## src/rtl/addr_gen_pkg.sv

```systemverilog
`timescale 1ns/1ps
package addr_gen_pkg;

    // Region codes decoded from the select input.
    typedef enum logic [2:0] {
        RGN_NONE  = 3'b000,
        RGN_DERIV = 3'b001,
        RGN_FEAT  = 3'b010,
        RGN_INPUT = 3'b011
    } region_e;

    // Number of addressable history regions.
    localparam int NREG = 3;

endpackage

```

## src/rtl/ring_slot_ptr.sv

```systemverilog
`timescale 1ns/1ps
// Newest-entry pointer of one history ring, counting slots 1..LEN.
module ring_slot_ptr #(
    parameter int LEN = 5,
    parameter int SW  = $clog2(LEN + 1)
) (
    input  logic          clk,
    input  logic          rst_n,
    input  logic          step,
    input  logic          wipe,
    output logic [SW-1:0] slot
);

    typedef struct packed {
        logic [SW-1:0] slot;
    } ring_st_t;

    localparam logic [SW-1:0] FIRST = SW'(1);
    localparam logic [SW-1:0] LAST  = SW'(LEN);

    ring_st_t st_d, st_q;

    always_comb begin
        st_d = st_q;
        if (wipe) begin
            st_d.slot = FIRST;
        end else if (step) begin
            st_d.slot = (st_q.slot == LAST) ? FIRST : st_q.slot + FIRST;
        end
    end

    always_ff @(posedge clk or negedge rst_n) begin
        if (!rst_n) begin
            st_q <= '{slot: FIRST};
        end else begin
            st_q <= st_d;
        end
    end

    assign slot = st_q.slot;

endmodule

```

## src/rtl/ring_tap.sv

```systemverilog
`timescale 1ns/1ps
// Maps a ring slot and an age to an absolute address inside the region.
module ring_tap #(
    parameter int LEN  = 5,
    parameter int BASE = 0,
    parameter int SW   = 5,
    parameter int DW   = 4,
    parameter int AW   = 5
) (
    input  logic [SW-1:0] slot,
    input  logic [DW-1:0] delay,
    output logic [AW-1:0] addr
);

    int off_c;
    int age_c;
    int pos_c;

    always_comb begin
        off_c = int'(slot) - 1;
        age_c = int'(delay) % LEN;
        pos_c = (off_c >= age_c) ? (off_c - age_c) : (off_c + LEN - age_c);
        addr  = AW'(BASE + pos_c + 1);
    end

endmodule

```

## src/rtl/region_addr_gen.sv

```systemverilog
`timescale 1ns/1ps
module region_addr_gen
    import addr_gen_pkg::*;
#(
    parameter int AW     = 5,
    parameter int DW     = 4,
    parameter int X_LEN  = 5,
    parameter int X_BASE = 0,
    parameter int D_LEN  = 16,
    parameter int D_BASE = 5,
    parameter int F_LEN  = 1,
    parameter int F_BASE = 21
) (
    input  logic          clk,
    input  logic          rst_n,
    input  logic          step,
    input  logic          wipe,
    input  logic [2:0]    sel,
    input  logic [DW-1:0] delay,
    output logic [AW-1:0] addr
);

    localparam int         LEN_A  [NREG] = '{X_LEN, D_LEN, F_LEN};
    localparam int         BASE_A [NREG] = '{X_BASE, D_BASE, F_BASE};
    localparam logic [2:0] CODE_A [NREG] = '{RGN_INPUT, RGN_DERIV, RGN_FEAT};
    localparam logic [AW-1:0] MISS = '1;

    logic [AW-1:0] slot_w [NREG];
    logic [AW-1:0] tap_w  [NREG];

    generate
        for (genvar gi = 0; gi < NREG; gi++) begin : g_rgn
            ring_slot_ptr #(
                .LEN (LEN_A[gi]),
                .SW  (AW)
            ) u_ptr (
                .clk   (clk),
                .rst_n (rst_n),
                .step  (step),
                .wipe  (wipe),
                .slot  (slot_w[gi])
            );

            ring_tap #(
                .LEN  (LEN_A[gi]),
                .BASE (BASE_A[gi]),
                .SW   (AW),
                .DW   (DW),
                .AW   (AW)
            ) u_tap (
                .slot  (slot_w[gi]),
                .delay (delay),
                .addr  (tap_w[gi])
            );
        end
    endgenerate

    always_comb begin
        addr = MISS;
        for (int i = 0; i < NREG; i++) begin
            if (sel == CODE_A[i]) begin
                addr = tap_w[i];
            end
        end
    end

endmodule

```

## config.mk

```make
export PLATFORM = sky130hd
export DESIGN_NAME = region_addr_gen
export DESIGN_NICKNAME = d
export VERILOG_FILES = /design/src/rtl/addr_gen_pkg.sv /design/src/rtl/ring_slot_ptr.sv /design/src/rtl/ring_tap.sv /design/src/rtl/region_addr_gen.sv
export SDC_FILE = /design/constraint.sdc
export NUM_CORES = 1
export LEC_CHECK = 0
export BUFFER_PORTS_ARGS = -buffer_cell sky130_fd_sc_hd__buf_2
export CAP_MARGIN = 10
export CORE_UTILIZATION = 35
export DETAILED_ROUTE_END_ITERATION = 6
export SLEW_MARGIN = 5
export SYNTH_ARGS = -nofsm -noshare
export SYNTH_HDL_FRONTEND = slang
export SYNTH_SLANG_ARGS = --single-unit
```

## constraint.sdc

```tcl
create_clock -name clk -period 9.9 [get_ports clk]
set_input_delay 0.495 -clock clk [delete_from_list [all_inputs] [get_ports clk]]
set_output_delay 0.495 -clock clk [all_outputs]
set_load 0.05 [all_outputs]
```

==> summary.txt, run 1 <==
Outcome
  – Status: finished, final reports clean

CTS
  – Sink Count: 15
  – CTS max path bufs: 2
  – CTS resizes: 0
  – Clock transition at the registers of the reported paths: approximately 0.070 ns
  – TritonCTS Buffers: 3
  – Number of hold buffers added after CTS: 0
  – Insertion delay of the later-clocked pin in the worst-skew pair: 0.25 ns
  – Buffer count from post-CTS setup fixing: 0
  – Max H-tree Level: 1
  – CTS root buf: sky130_fd_sc_hd__clkbuf_8
  – CTS tree: yes

Setup path
  – Data arrival time of the critical path: 6.89 ns
  – Delay of the slowest cell on the worst path: just under 0.7 ns
  – Worst R2R Setup Slack: between 8 and 9 ns
  – Highest net fanout along the worst path: 14
  – Cell Chain, Critical Path: buf_2 -> inv_1 -> ha_1 -> nor2_1 -> nor3_1 -> a21oi_1 -> ha_1 -> and3_1 -> nor4_2 -> or2_2 -> nor2b_1 -> nor2_1 -> ha_1 -> nand4_1 -> or4_1 -> o22a_1 -> and3b_4 -> nor3_2 -> o21ai_0 -> ha_1 -> a21oi_1 -> a21oi_1 -> or2_2 -> buf_2
  – Critical path type: input port to output pin
  – Endpoint class of the critical path: output pin
  – Required arrival time at the worst endpoint: between 9 and 10 ns
  – Crit start category: input port
  – Crit-path most repeated cell: sky130_fd_sc_hd__ha_1
  – Critical-path top delay cell: sky130_fd_sc_hd__nor2b_1

Die
  – Chip Width: about 97 um
  – Initial standard-cell utilization of the core: 0.3600
  – Core Region: 0.008721 mm^2
  – Count of standard-cell rows: 34
  – Die Ht: a little under 100 um
  – Die ar.: 0.009352 mm^2
  – I/O pins: 16

Power and ir drop
  – Power per Cell Area: 147.1 mW/mm^2
  – Internal power contribution: 240.7 uW
  – Sw Pwr: ~250 uW
  – Fraction of power spent switching nets: 0.5083
  – Static leakage power: between 0.0015 and 0.002 uW
  – Peak supply drop: slightly below 0.1 mV
  – Combinational share of power: 0.755
  – Final Total Pwr: ~500 uW
  – Part of the power in registers: 0.142
  – Power share of the clock group: 0.104

Detailed routing
  – Routed vias/inst: about 5.4
  – First drt pass iteration count: 4
  – 1st-iter DRT viols: around 130
  – Final wirelength: between 7000 and 8000 um
  – Via count of the routed design: about 2800
  – Routed Antenna Nets: 0
  – Residual DRC count: 0
  – Post-DR wirelength/cell: around 14 um

Timing
  – Achievable Freq: around 0.14 GHz
  – Post-layout min period: between 7 and 8 ns
  – Max transition margin: 0.2769
  – Unrepaired setup endpoints after global routing: no
  – Setup tns final: 0 ns
  – Slew at the pin with the worst max-slew slack: approximately 1.1 ns
  – Number of hold-slack violations in the final timing report: 0
  – Setup violations, final: 0
  – Minimum setup slack in the final design: roughly 2.5 ns
  – Final Max Tran Viols: 0
  – Final critical-path share of the clock period: 0.7463
  – Maximum clock skew at final layout: 0.005274 ns

Synth
  – Cell types with the largest area share after synthesis: sky130_fd_sc_hd__ha_1 (24%), sky130_fd_sc_hd__dfrtp_1 (9.6%), sky130_fd_sc_hd__a21oi_1 (7.2%)
  – Top FF cell, synth: sky130_fd_sc_hd__dfrtp_1
  – Post-Syn Nets: slightly below 500
  – Average cell area after synthesis: between 7 and 8 um^2
  – Commonest cells in the synthesized netlist: sky130_fd_sc_hd__ha_1 (61), sky130_fd_sc_hd__a21oi_1 (45), sky130_fd_sc_hd__nor2_1 (37)
  – Synth Instances: 412
  – Post-Syn Area: around 0.0031 mm^2
  – Portion of the post-synthesis area used by sequential elements: 0.1208
  – Register bit count reported by yosys: 15
  – Most repeated cell in the gate-level netlist after synthesis: sky130_fd_sc_hd__ha_1
  – Count of flip-flops with a built-in enable after synthesis: 0
  – Share of flip-flops with an asynchronous set or reset after synthesis: 1.000
  – Post-synth top area cell: sky130_fd_sc_hd__ha_1
  – Yosys warns: 0
  – Area share of the leading cell type in the synthesized netlist: 0.2431
  – Unique cell type count in the Yosys netlist: 57

Finish
  – Fillcell total: ~900
  – Number of flip-flops in the largest register: 15
  – Total area of multi-input combinational cells: 0.002566 mm^2
  – Proportion of layout cells with a drive suffix above 1: 0.07729
  – Final layout net count: about 490
  – N_diodes: 0
  – Sequential standard cell area: around 380 um^2
  – Layout area overhead: 6.058%

Placed design
  – Post-place setup slack: around 2.6 ns
  – Placed wire-length estimate after detailed placement: between 5000 and 6000 um
  – Port bufs: 15
  – Final GP Congestion: a little over 0.8

Worst hold path
  – Class of the tightest hold or removal check: input port to asynchronous set/reset pin

Global routing
  – Number of antenna violations at the first check in global routing: 0
  – Overall routing resource usage: 0.1557
  – Global-route wire length before repair: around 12000 um
  – Number of global-route vias before repair: between 2000 and 3000
  – Pin count of the biggest net entering global routing: 28
  – Total grt overflow: 0

Run
  – Max-cap viol count: 0
-- stage by stage --
| step | utilization | instance area (um^2) | std cells | hold WS [ns] |
|---|---|---|---|---|
| floorplan | - | 3139 | 412 | 0.1994 |
| global placement | 0.3765 | 3283 | 518 | 0.4177 |
| detailed placement | 0.3765 | 3283 | 518 | 0.4208 |
| CTS | 0.3818 | 3329 | 522 | 0.1489 |
| global route | 0.3818 | 3329 | 522 | 0.1657 |
| finish | 0.3818 | 3329 | 522 | 0.1380 |
-- cell usage in the layout (no fill, tap or decap), types with 3 or more instances in the layout --
master / count
sky130_fd_sc_hd__a211oi_1: 6
sky130_fd_sc_hd__a21o_1: 5
sky130_fd_sc_hd__a21oi_1: 45
sky130_fd_sc_hd__a31oi_1: 6
sky130_fd_sc_hd__a32oi_1: 6
sky130_fd_sc_hd__buf_2: 15
sky130_fd_sc_hd__clkbuf_8: 3
sky130_fd_sc_hd__dfrtp_1: 12
sky130_fd_sc_hd__dfstp_2: 3
sky130_fd_sc_hd__fa_1: 6
sky130_fd_sc_hd__ha_1: 61
sky130_fd_sc_hd__inv_1: 34
sky130_fd_sc_hd__mux2i_1: 8
sky130_fd_sc_hd__nand2_1: 25
sky130_fd_sc_hd__nand2b_1: 3
sky130_fd_sc_hd__nand3_1: 10
sky130_fd_sc_hd__nand3b_1: 3
sky130_fd_sc_hd__nand4_1: 9
sky130_fd_sc_hd__nor2_1: 37
sky130_fd_sc_hd__nor2b_1: 4
sky130_fd_sc_hd__nor3_1: 16
sky130_fd_sc_hd__nor3b_1: 3
sky130_fd_sc_hd__o21ai_0: 26
sky130_fd_sc_hd__o31ai_1: 4
sky130_fd_sc_hd__xnor2_1: 13
sky130_fd_sc_hd__xor2_1: 11
-- power by group through the flow --
stage / Combinational (uW) / Clock (uW) / Sequential [uW]
global route: 421 / 55.5 / 70.2
detailed placement: 369 / 0 / 70.5
finish: 369 / 50.7 / 69.4
global placement: 363 / 0 / 70.6
floorplan: 286 / 0 / 68.8
CTS: 372 / 52.1 / 69.4
-- path summary, 6_finish.rpt --
kind	cells past startpoint	startpoint	endpoint
max in group asynchronous	1	rst_n	g_rgn[0].u_ptr.slot[0]
hold reg to reg	1	g_rgn[0].u_ptr.slot[4]	g_rgn[0].u_ptr.slot[4]
setup / recovery	24	delay[2]	addr[1]
setup reg to reg	7	g_rgn[1].u_ptr.slot[0]	g_rgn[1].u_ptr.slot[2]
hold / removal	1	rst_n	g_rgn[2].u_ptr.slot[1]
min in group clk	2	wipe	g_rgn[0].u_ptr.slot[2]
-- cell type report --
class	count	area share
Sequential cell	15	0.1139
Clock buffer	3	0.01240
Timing Repair Buffer	15	0.02255
Inverter	34	0.03833
Multi-Input combinational cell	346	0.7708
Tap cell	108	0.04059
Clock inverter	1	0.001503
-- worst max-delay path, delay by kind of cell --
family                   cells  cell delay, ns
buffers and inverters        3            0.44
AO/OA/AOI/OAI                5            0.89
AND/OR/NAND/NOR             12            3.92
adder cells (fa/ha/maj)      4            1.14
-- metal layers --
layer	GRT usage	share of wire
met5	0	0
met4	0.02296	0.0045
met3	0.02240	0.032
met2	0.2308	0.42
met1	0.2408	0.54
-- cells by family (layout without fill, tap and decap cells) --
logic type / Yosys count / after routing / share of synthesized area
AND/OR/NAND/NOR: 126 / 126 / 0.2017
multiplexers: 10 / 10 / 0.03268
flip-flops: 15 / 15 / 0.1208
adder cells (fa/ha/maj): 67 / 67 / 0.2814
buffers and inverters: 51 / 53 / 0.06178
XOR/XNOR: 24 / 24 / 0.06696
AO/OA/AOI/OAI: 119 / 119 / 0.2348
Power figures use the tool's default switching activity.
==> inputs of run 2 (changes only) <==
==> constraint.sdc (replaced) <==
create_clock -name clk -period 6.5 [get_ports clk]
set_input_delay 0.325 -clock clk [delete_from_list [all_inputs] [get_ports clk]]
set_output_delay 0.325 -clock clk [all_outputs]
set_load 0.05 [all_outputs]
==> summary.txt, run 2 (synthesized netlist as in run 1, its figures left out) <==
Outcome
  – Status: finished, final reports clean

Die
  – I/O pins: 16
  – Die ar.: roughly 0.0094 mm^2
  – Die Ht: slightly below 100 um
  – Count of standard-cell rows: 34
  – Initial standard-cell utilization of the core: 0.3600
  – Chip Width: between 90 and 100 um
  – Core Region: 0.008721 mm^2

CTS
  – Insertion delay of the later-clocked pin in the worst-skew pair: around 0.25 ns
  – Sink Count: 15
  – Max H-tree Level: 1
  – CTS tree: yes
  – Clock transition at the registers of the reported paths: ~0.060 ns
  – Buffer count from post-CTS setup fixing: 0
  – CTS root buf: sky130_fd_sc_hd__clkbuf_8
  – TritonCTS Buffers: 3
  – CTS max path bufs: 2

Timing
  – Final critical-path share of the clock period: 0.9168
  – Unrepaired setup endpoints after global routing: no
  – Final Max Tran Viols: 0
  – Max transition margin: 0.3594
  – Minimum setup slack in the final design: roughly 0.54 ns
  – Slew at the pin with the worst max-slew slack: 0.9573 ns
  – Worst hold slack across all endpoints: between 0.3 and 0.4 ns
  – Achievable Freq: about 0.17 GHz
  – Setup tns final: 0 ns
  – Post-layout min period: 5.960 ns
  – Setup violations, final: 0
  – Number of hold-slack violations in the final timing report: 0
  – Maximum clock skew at final layout: between 0.0005 and 0.0006 ns

Worst hold path
  – Class of the tightest hold or removal check: input port to flip-flop

Finish
  – Number of flip-flops in the largest register: 15
  – Final Instance Count excl. Fillers: around 530
  – Sequential standard cell area: about 380 um^2
  – Total area of multi-input combinational cells: 0.002566 mm^2
  – Layout area overhead: 8.728%
  – Commonest non-fill, non-tap cells in the layout: sky130_fd_sc_hd__ha_1 (61), sky130_fd_sc_hd__a21oi_1 (45), sky130_fd_sc_hd__nor2_1 (37), sky130_fd_sc_hd__inv_1 (34), sky130_fd_sc_hd__o21ai_0 (26)
  – Fillcell total: about 900
  – Proportion of layout cells with a drive suffix above 1: 0.09647
  – Post-layout instance area: around 0.0034 mm^2
  – Leading cell type in the layout, fill and taps excluded: sky130_fd_sc_hd__ha_1
  – Final layout net count: around 500
  – N_diodes: 0

Setup path
  – Crit start category: input port
  – Top delay family on crit path: simple AND/OR/NAND/NOR gates
  – Delay of the slowest cell on the worst path: 0.58 ns
  – Highest net fanout along the worst path: 14
  – Critical path type: input port to output pin
  – Data arrival time of the critical path: 5.63 ns
  – Required arrival time at the worst endpoint: roughly 6.2 ns
  – Crit-path most repeated cell: sky130_fd_sc_hd__ha_1
  – Buffers plus inverters on the worst setup path: 5
  – Endpoint class of the critical path: output pin
  – Critical-path top delay cell: sky130_fd_sc_hd__or4_1

Detailed routing
  – Post-DR wirelength/cell: 13.78 um
  – Residual DRC count: 0
  – Via count of the routed design: 2974
  – Final wirelength: 7343 um
  – First drt pass iteration count: 5
  – Routed Antenna Nets: 0
  – Routed vias/inst: approximately 5.6
  – 1st-iter DRT viols: slightly below 200

Run
  – Max-cap viol count: 0

Global routing
  – Number of global-route vias before repair: 2702
  – Total grt overflow: 0
  – Number of antenna violations at the first check in global routing: 0
  – Global-route wire length before repair: around 13000 um
  – Overall routing resource usage: 0.1628
  – Pin count of the biggest net entering global routing: 19

Power and ir drop
  – Combinational share of power: 0.755
  – Power share of the clock group: 0.104
  – Sw Pwr: approximately 380 uW
  – Part of the power in registers: 0.141
  – Power per Cell Area: around 220 mW/mm^2
  – Internal power contribution: around 380 uW
  – Peak supply drop: approximately 0.11 mV
  – Fraction of power spent switching nets: 0.4981
  – Static leakage power: about 0.0016 uW

Placed design
  – Port bufs: 15
  – Placed wire-length estimate after detailed placement: roughly 5900 um
  – Post-place setup slack: ~0.6 ns
  – Area after detailed placement: approximately 0.0034 mm^2
  – Final GP Congestion: a little over 0.8
  – # placed instances: between 500 and 600
run 2: worst paths after layout:
path,start,endpoint,slack [ns],cells past startpoint
min in group asynchronous,rst_n,g_rgn[2].u_ptr.slot[4],0.51,2
min reg2reg,g_rgn[1].u_ptr.slot[4],g_rgn[1].u_ptr.slot[4],0.56,1
max,delay[2],addr[4],0.54,26
max reg2reg,g_rgn[1].u_ptr.slot[0],g_rgn[1].u_ptr.slot[2],4.79,7
max in group asynchronous,rst_n,g_rgn[0].u_ptr.slot[0],5.69,2
min,wipe,g_rgn[0].u_ptr.slot[2],0.37,2
run 2: cell type report:
type	instances	area share
Multi-Input combinational cell	346	0.7518
Clock buffer	4	0.01320
Inverter	34	0.03739
Timing Repair Buffer	26	0.04692
Tap cell	108	0.03959
Sequential cell	15	0.1111
run 2: per-layer routing:
layer	track usage	wire (um)
met1	0.2502	3843
met2	0.2394	3173
met3	0.02095	249
met5	0	0
met4	0.03559	77
run 2: stage by stage:
stage	total power (uW)	utilization
floorplan	540.8	-
global placement	663.9	0.3851
detailed placement	671.4	0.3851
CTS	755.9	0.3914
global route	833.9	0.3914
finish	754.2	0.3914
run 2: power by group through the flow:
stage               registers [uW]  clock network, uW  logic [uW]
finish                         106               78.7         569
detailed placement             108                  0         564
floorplan                      105                  0         436
CTS                            106               79.4         571
global placement               108                  0         556
global route                   107               83.9         643
run 2: timing repair:
| action | CTS | global route |
|---|---|---|
| hold buffers | 1 | 0 |
| gates resized for setup | 0 | 0 |
| endpoints found under the hold margin | 12 | 0 |
==> inputs of run 3 (changes only) <==
--- a/config.mk
+++ b/config.mk
@@ -12,4 +12,5 @@
 export SLEW_MARGIN = 5
 export SYNTH_ARGS = -nofsm -noshare
 export SYNTH_HDL_FRONTEND = slang
+export SYNTH_HIERARCHICAL = 1
 export SYNTH_SLANG_ARGS = --single-unit
==> summary.txt, run 3 <==
Outcome
  – Status: finished, final reports clean

Synth
  – Average cell area after synthesis: approximately 8 um^2
  – Area share of the leading cell type in the synthesized netlist: 0.2255
  – Most repeated cell in the gate-level netlist after synthesis: sky130_fd_sc_hd__ha_1
  – Cell types with the largest area share after synthesis: sky130_fd_sc_hd__ha_1 (23%), sky130_fd_sc_hd__dfrtp_1 (8.6%), sky130_fd_sc_hd__a21oi_1 (6.0%)
  – Post-Syn Nets: slightly above 500
  – Synth Instances: between 400 and 500
  – Commonest cells in the synthesized netlist: sky130_fd_sc_hd__ha_1 (63), sky130_fd_sc_hd__a21oi_1 (42), sky130_fd_sc_hd__inv_1 (42)
  – Unique cell type count in the Yosys netlist: 71
  – Register bit count reported by yosys: 15
  – Yosys warns: 6
  – Post-synth top area cell: sky130_fd_sc_hd__ha_1
  – Post-Syn Area: around 0.0035 mm^2
  – Top FF cell, synth: sky130_fd_sc_hd__dfrtp_1
  – Share of flip-flops with an asynchronous set or reset after synthesis: 1.000
  – Count of flip-flops with a built-in enable after synthesis: 0
  – Portion of the post-synthesis area used by sequential elements: 0.1084

Die
  – Chip Width: 101.9 um
  – Initial standard-cell utilization of the core: 0.3593
  – Die ar.: 0.01039 mm^2
  – Core Region: roughly 0.01 mm^2
  – Die Ht: between 100 and 150 um
  – Count of standard-cell rows: 36
  – I/O pins: 16

Timing
  – Number of hold-slack violations in the final timing report: 0
  – Worst hold slack across all endpoints: about 0.44 ns
  – Final critical-path share of the clock period: 0.9516
  – Setup tns final: 0 ns
  – Max transition margin: 0.4654
  – Setup violations, final: 0
  – Post-layout min period: ~6.2 ns
  – Final Max Tran Viols: 0
  – Slew at the pin with the worst max-slew slack: between 0.8 and 0.9 ns
  – Achievable Freq: 0.1617 GHz
  – Maximum clock skew at final layout: between 0.0006 and 0.0007 ns

Detailed routing
  – Routed vias/inst: 5.384
  – Residual DRC count: 0
  – First drt pass iteration count: 4
  – 1st-iter DRT viols: 93
  – Final wirelength: roughly 8000 um
  – Via count of the routed design: between 3000 and 4000
  – Routed Antenna Nets: 0
  – Post-DR wirelength/cell: 13.88 um

Global routing
  – Global-route track usage on met2: 0.2807
  – Number of global-route vias before repair: 2981
  – Overall routing resource usage: 0.1641
  – Total grt overflow: 0
  – Global Route met3 Usage: 0.004104
  – Pin count of the biggest net entering global routing: 22
  – Global-route wire length before repair: 14010 um
  – GR met1 Demand/Resource: 0.2372
  – Global route hottest layer: met2
  – Number of antenna violations at the first check in global routing: 0

Setup path
  – Register-to-Register Path Depth: 4
  – Crit start category: input port
  – Endpoint class of the critical path: output pin
  – Top delay family on crit path: compound AO/OA/AOI/OAI gates
  – Worst R2R Setup Slack: around 5.1 ns
  – Reg-to-reg critical path startpoint: g_rgn[0].u_ptr/slot[0]
  – Data arrival time of the critical path: a little under 6 ns
  – Critical path type: input port to output pin
  – Required arrival time at the worst endpoint: between 6 and 7 ns
  – Number of gates on the worst path with buffers counted: 30
  – Delay of the slowest cell on the worst path: around 0.50 ns
  – Critical-path top delay cell: sky130_fd_sc_hd__or4_4
  – Buffers plus inverters on the worst setup path: 6
  – RR Endpoint: g_rgn[0].u_ptr/slot[3]
  – Highest net fanout along the worst path: 9

Worst hold path
  – Worst hold path stage count: 2
  – Class of the tightest hold or removal check: input port to flip-flop
  – Hold-critical path endpoint: g_rgn[1].u_ptr/slot[2]
  – Min-Delay Startpoint: wipe

Finish
  – Fillcell total: about 1000
  – Final Instance Count excl. Fillers: roughly 580
  – Number of flip-flops in the largest register: 15
  – N_diodes: 0
  – Commonest non-fill, non-tap cells in the layout: sky130_fd_sc_hd__ha_1 (63), sky130_fd_sc_hd__inv_1 (42), sky130_fd_sc_hd__a21oi_1 (41), sky130_fd_sc_hd__nand2_1 (23), sky130_fd_sc_hd__xnor2_1 (21)
  – Utilization of the core after routing: 0.3980
  – Final layout net count: around 520
  – Post-layout instance area: 0.003872 mm^2
  – Layout area overhead: 10.77%
  – Leading cell type in the layout, fill and taps excluded: sky130_fd_sc_hd__ha_1
  – Proportion of layout cells with a drive suffix above 1: 0.1719

CTS
  – TritonCTS Buffers: 3
  – Max H-tree Level: 1
  – CTS tree: yes
  – CTS max path bufs: 2
  – Insertion delay of the later-clocked pin in the worst-skew pair: 0.24 ns
  – Sink Count: 15
  – Clock transition at the registers of the reported paths: ~0.060 ns
  – CTS root buf: sky130_fd_sc_hd__clkbuf_8

Power and ir drop
  – Peak supply drop: ~0.10 mV
  – Fraction of power spent switching nets: 0.4933
  – Sw Pwr: 407.4 uW
  – Static leakage power: about 0.0017 uW
  – Part of the power in registers: 0.140
  – Internal power contribution: ~420 uW
  – Power share of the clock group: 0.091
  – Combinational share of power: 0.769
  – Power per Cell Area: between 200 and 250 mW/mm^2

Placed design
  – Placed wire-length estimate after detailed placement: between 6000 and 7000 um
  – Area after detailed placement: 0.003752 mm^2
  – Final GP Congestion: about 0.82
  – # placed instances: about 570
  – Port bufs: 15

Run
  – Max-cap viol count: 0
==> run 3: cell types whose count changed after synthesis, moves of 4 or more <==
cell                      change
sky130_fd_sc_hd__a41oi_1     +12
sky130_fd_sc_hd__inv_1        +8
sky130_fd_sc_hd__mux2i_1      +4
sky130_fd_sc_hd__nand3_1      -4
sky130_fd_sc_hd__nor2_1      -17
sky130_fd_sc_hd__nor3_1       -8
sky130_fd_sc_hd__o21ai_0     -11
sky130_fd_sc_hd__o31ai_1      -4
sky130_fd_sc_hd__xnor2_1      +8
==> run 3: worst reg2reg max path, delay by kind of cell (launching register included) <==
kind	cells	cell delay (ns)
AO/OA/AOI/OAI	2	0.30
flip-flops	1	0.64
AND/OR/NAND/NOR	1	0.23
adder cells (fa/ha/maj)	1	0.17
==> run 3: timing repair <==
item / 4_1_cts / 5_1_grt
setup endpoints to repair: 0 / 1
buffers inserted: 0 / 2
resized for setup: 0 / 15
endpoints found under the hold margin: 12 / 0
hold buffers: 1 / 0
==> run 3: logic make-up (layout without fill, tap and decap cells) <==
group / Yosys count / in the layout / synth area share
DFF: 15 / 15 / 0.1084
muxes: 17 / 17 / 0.05047
adders and majority gates: 69 / 69 / 0.2598
and+or+nand+nor: 115 / 115 / 0.1929
buffers and inverters: 58 / 75 / 0.06872
AOI/OAI and AO/OA: 117 / 117 / 0.2301
xor gates and xnor gates: 34 / 34 / 0.08948
==> run 3: worst max-delay path by stage <==
stage / startpoint / end / slack (ns)
4_1_cts: delay[1] / addr[4] / 0.14
5_1_grt: delay[1] / addr[4] / -0.04
3_5_place_dp: delay[2] / addr[4] / 0.16
2_1_floorplan: delay[2] / addr[4] / 0.17
3_3_place_gp: delay[1] / addr[4] / 0.29
6_report: delay[1] / addr[4] / 0.31
==> run 3: routing by layer <==
layer | part of all wire | vias up
met2 | 0.46 | 36
li1 | - | 1583
met3 | 0.015 | 6
met1 | 0.52 | 1471
met5 | 0 | -
met4 | 0.0071 | 0
==> run 3: cell type report <==
cell class                      instances  area, um^2  area share
Clock buffer                            3       41.29     0.01066
Clock inverter                          1       7.507    0.001939
Inverter                               43       161.4     0.04168
Multi-Input combinational cell        352        2935      0.7580
Sequential cell                        15       379.1     0.09790
Tap cell                              133       166.4     0.04297
Timing Repair Buffer                   28       181.4     0.04685
==> run 3: stage by stage <==
stage                     power, uW  setup slack, ns
final                         825.8           0.3144
after global routing          926.9         -0.04038
after CTS                     813.6           0.1389
after detailed placement      732.7           0.1647
after global placement        722.4           0.2928
after floorplan               603.1           0.1653
==> run 3: power by group through the flow <==
stage | registers [uW] | clock network [uW] | logic (uW)
4_1_cts | 116 | 77.5 | 620
3_5_place_dp | 117 | 0 | 616
5_1_grt | 117 | 82.9 | 727
3_3_place_gp | 117 | 0 | 605
6_report | 116 | 74.9 | 635
2_1_floorplan | 113 | 0 | 491
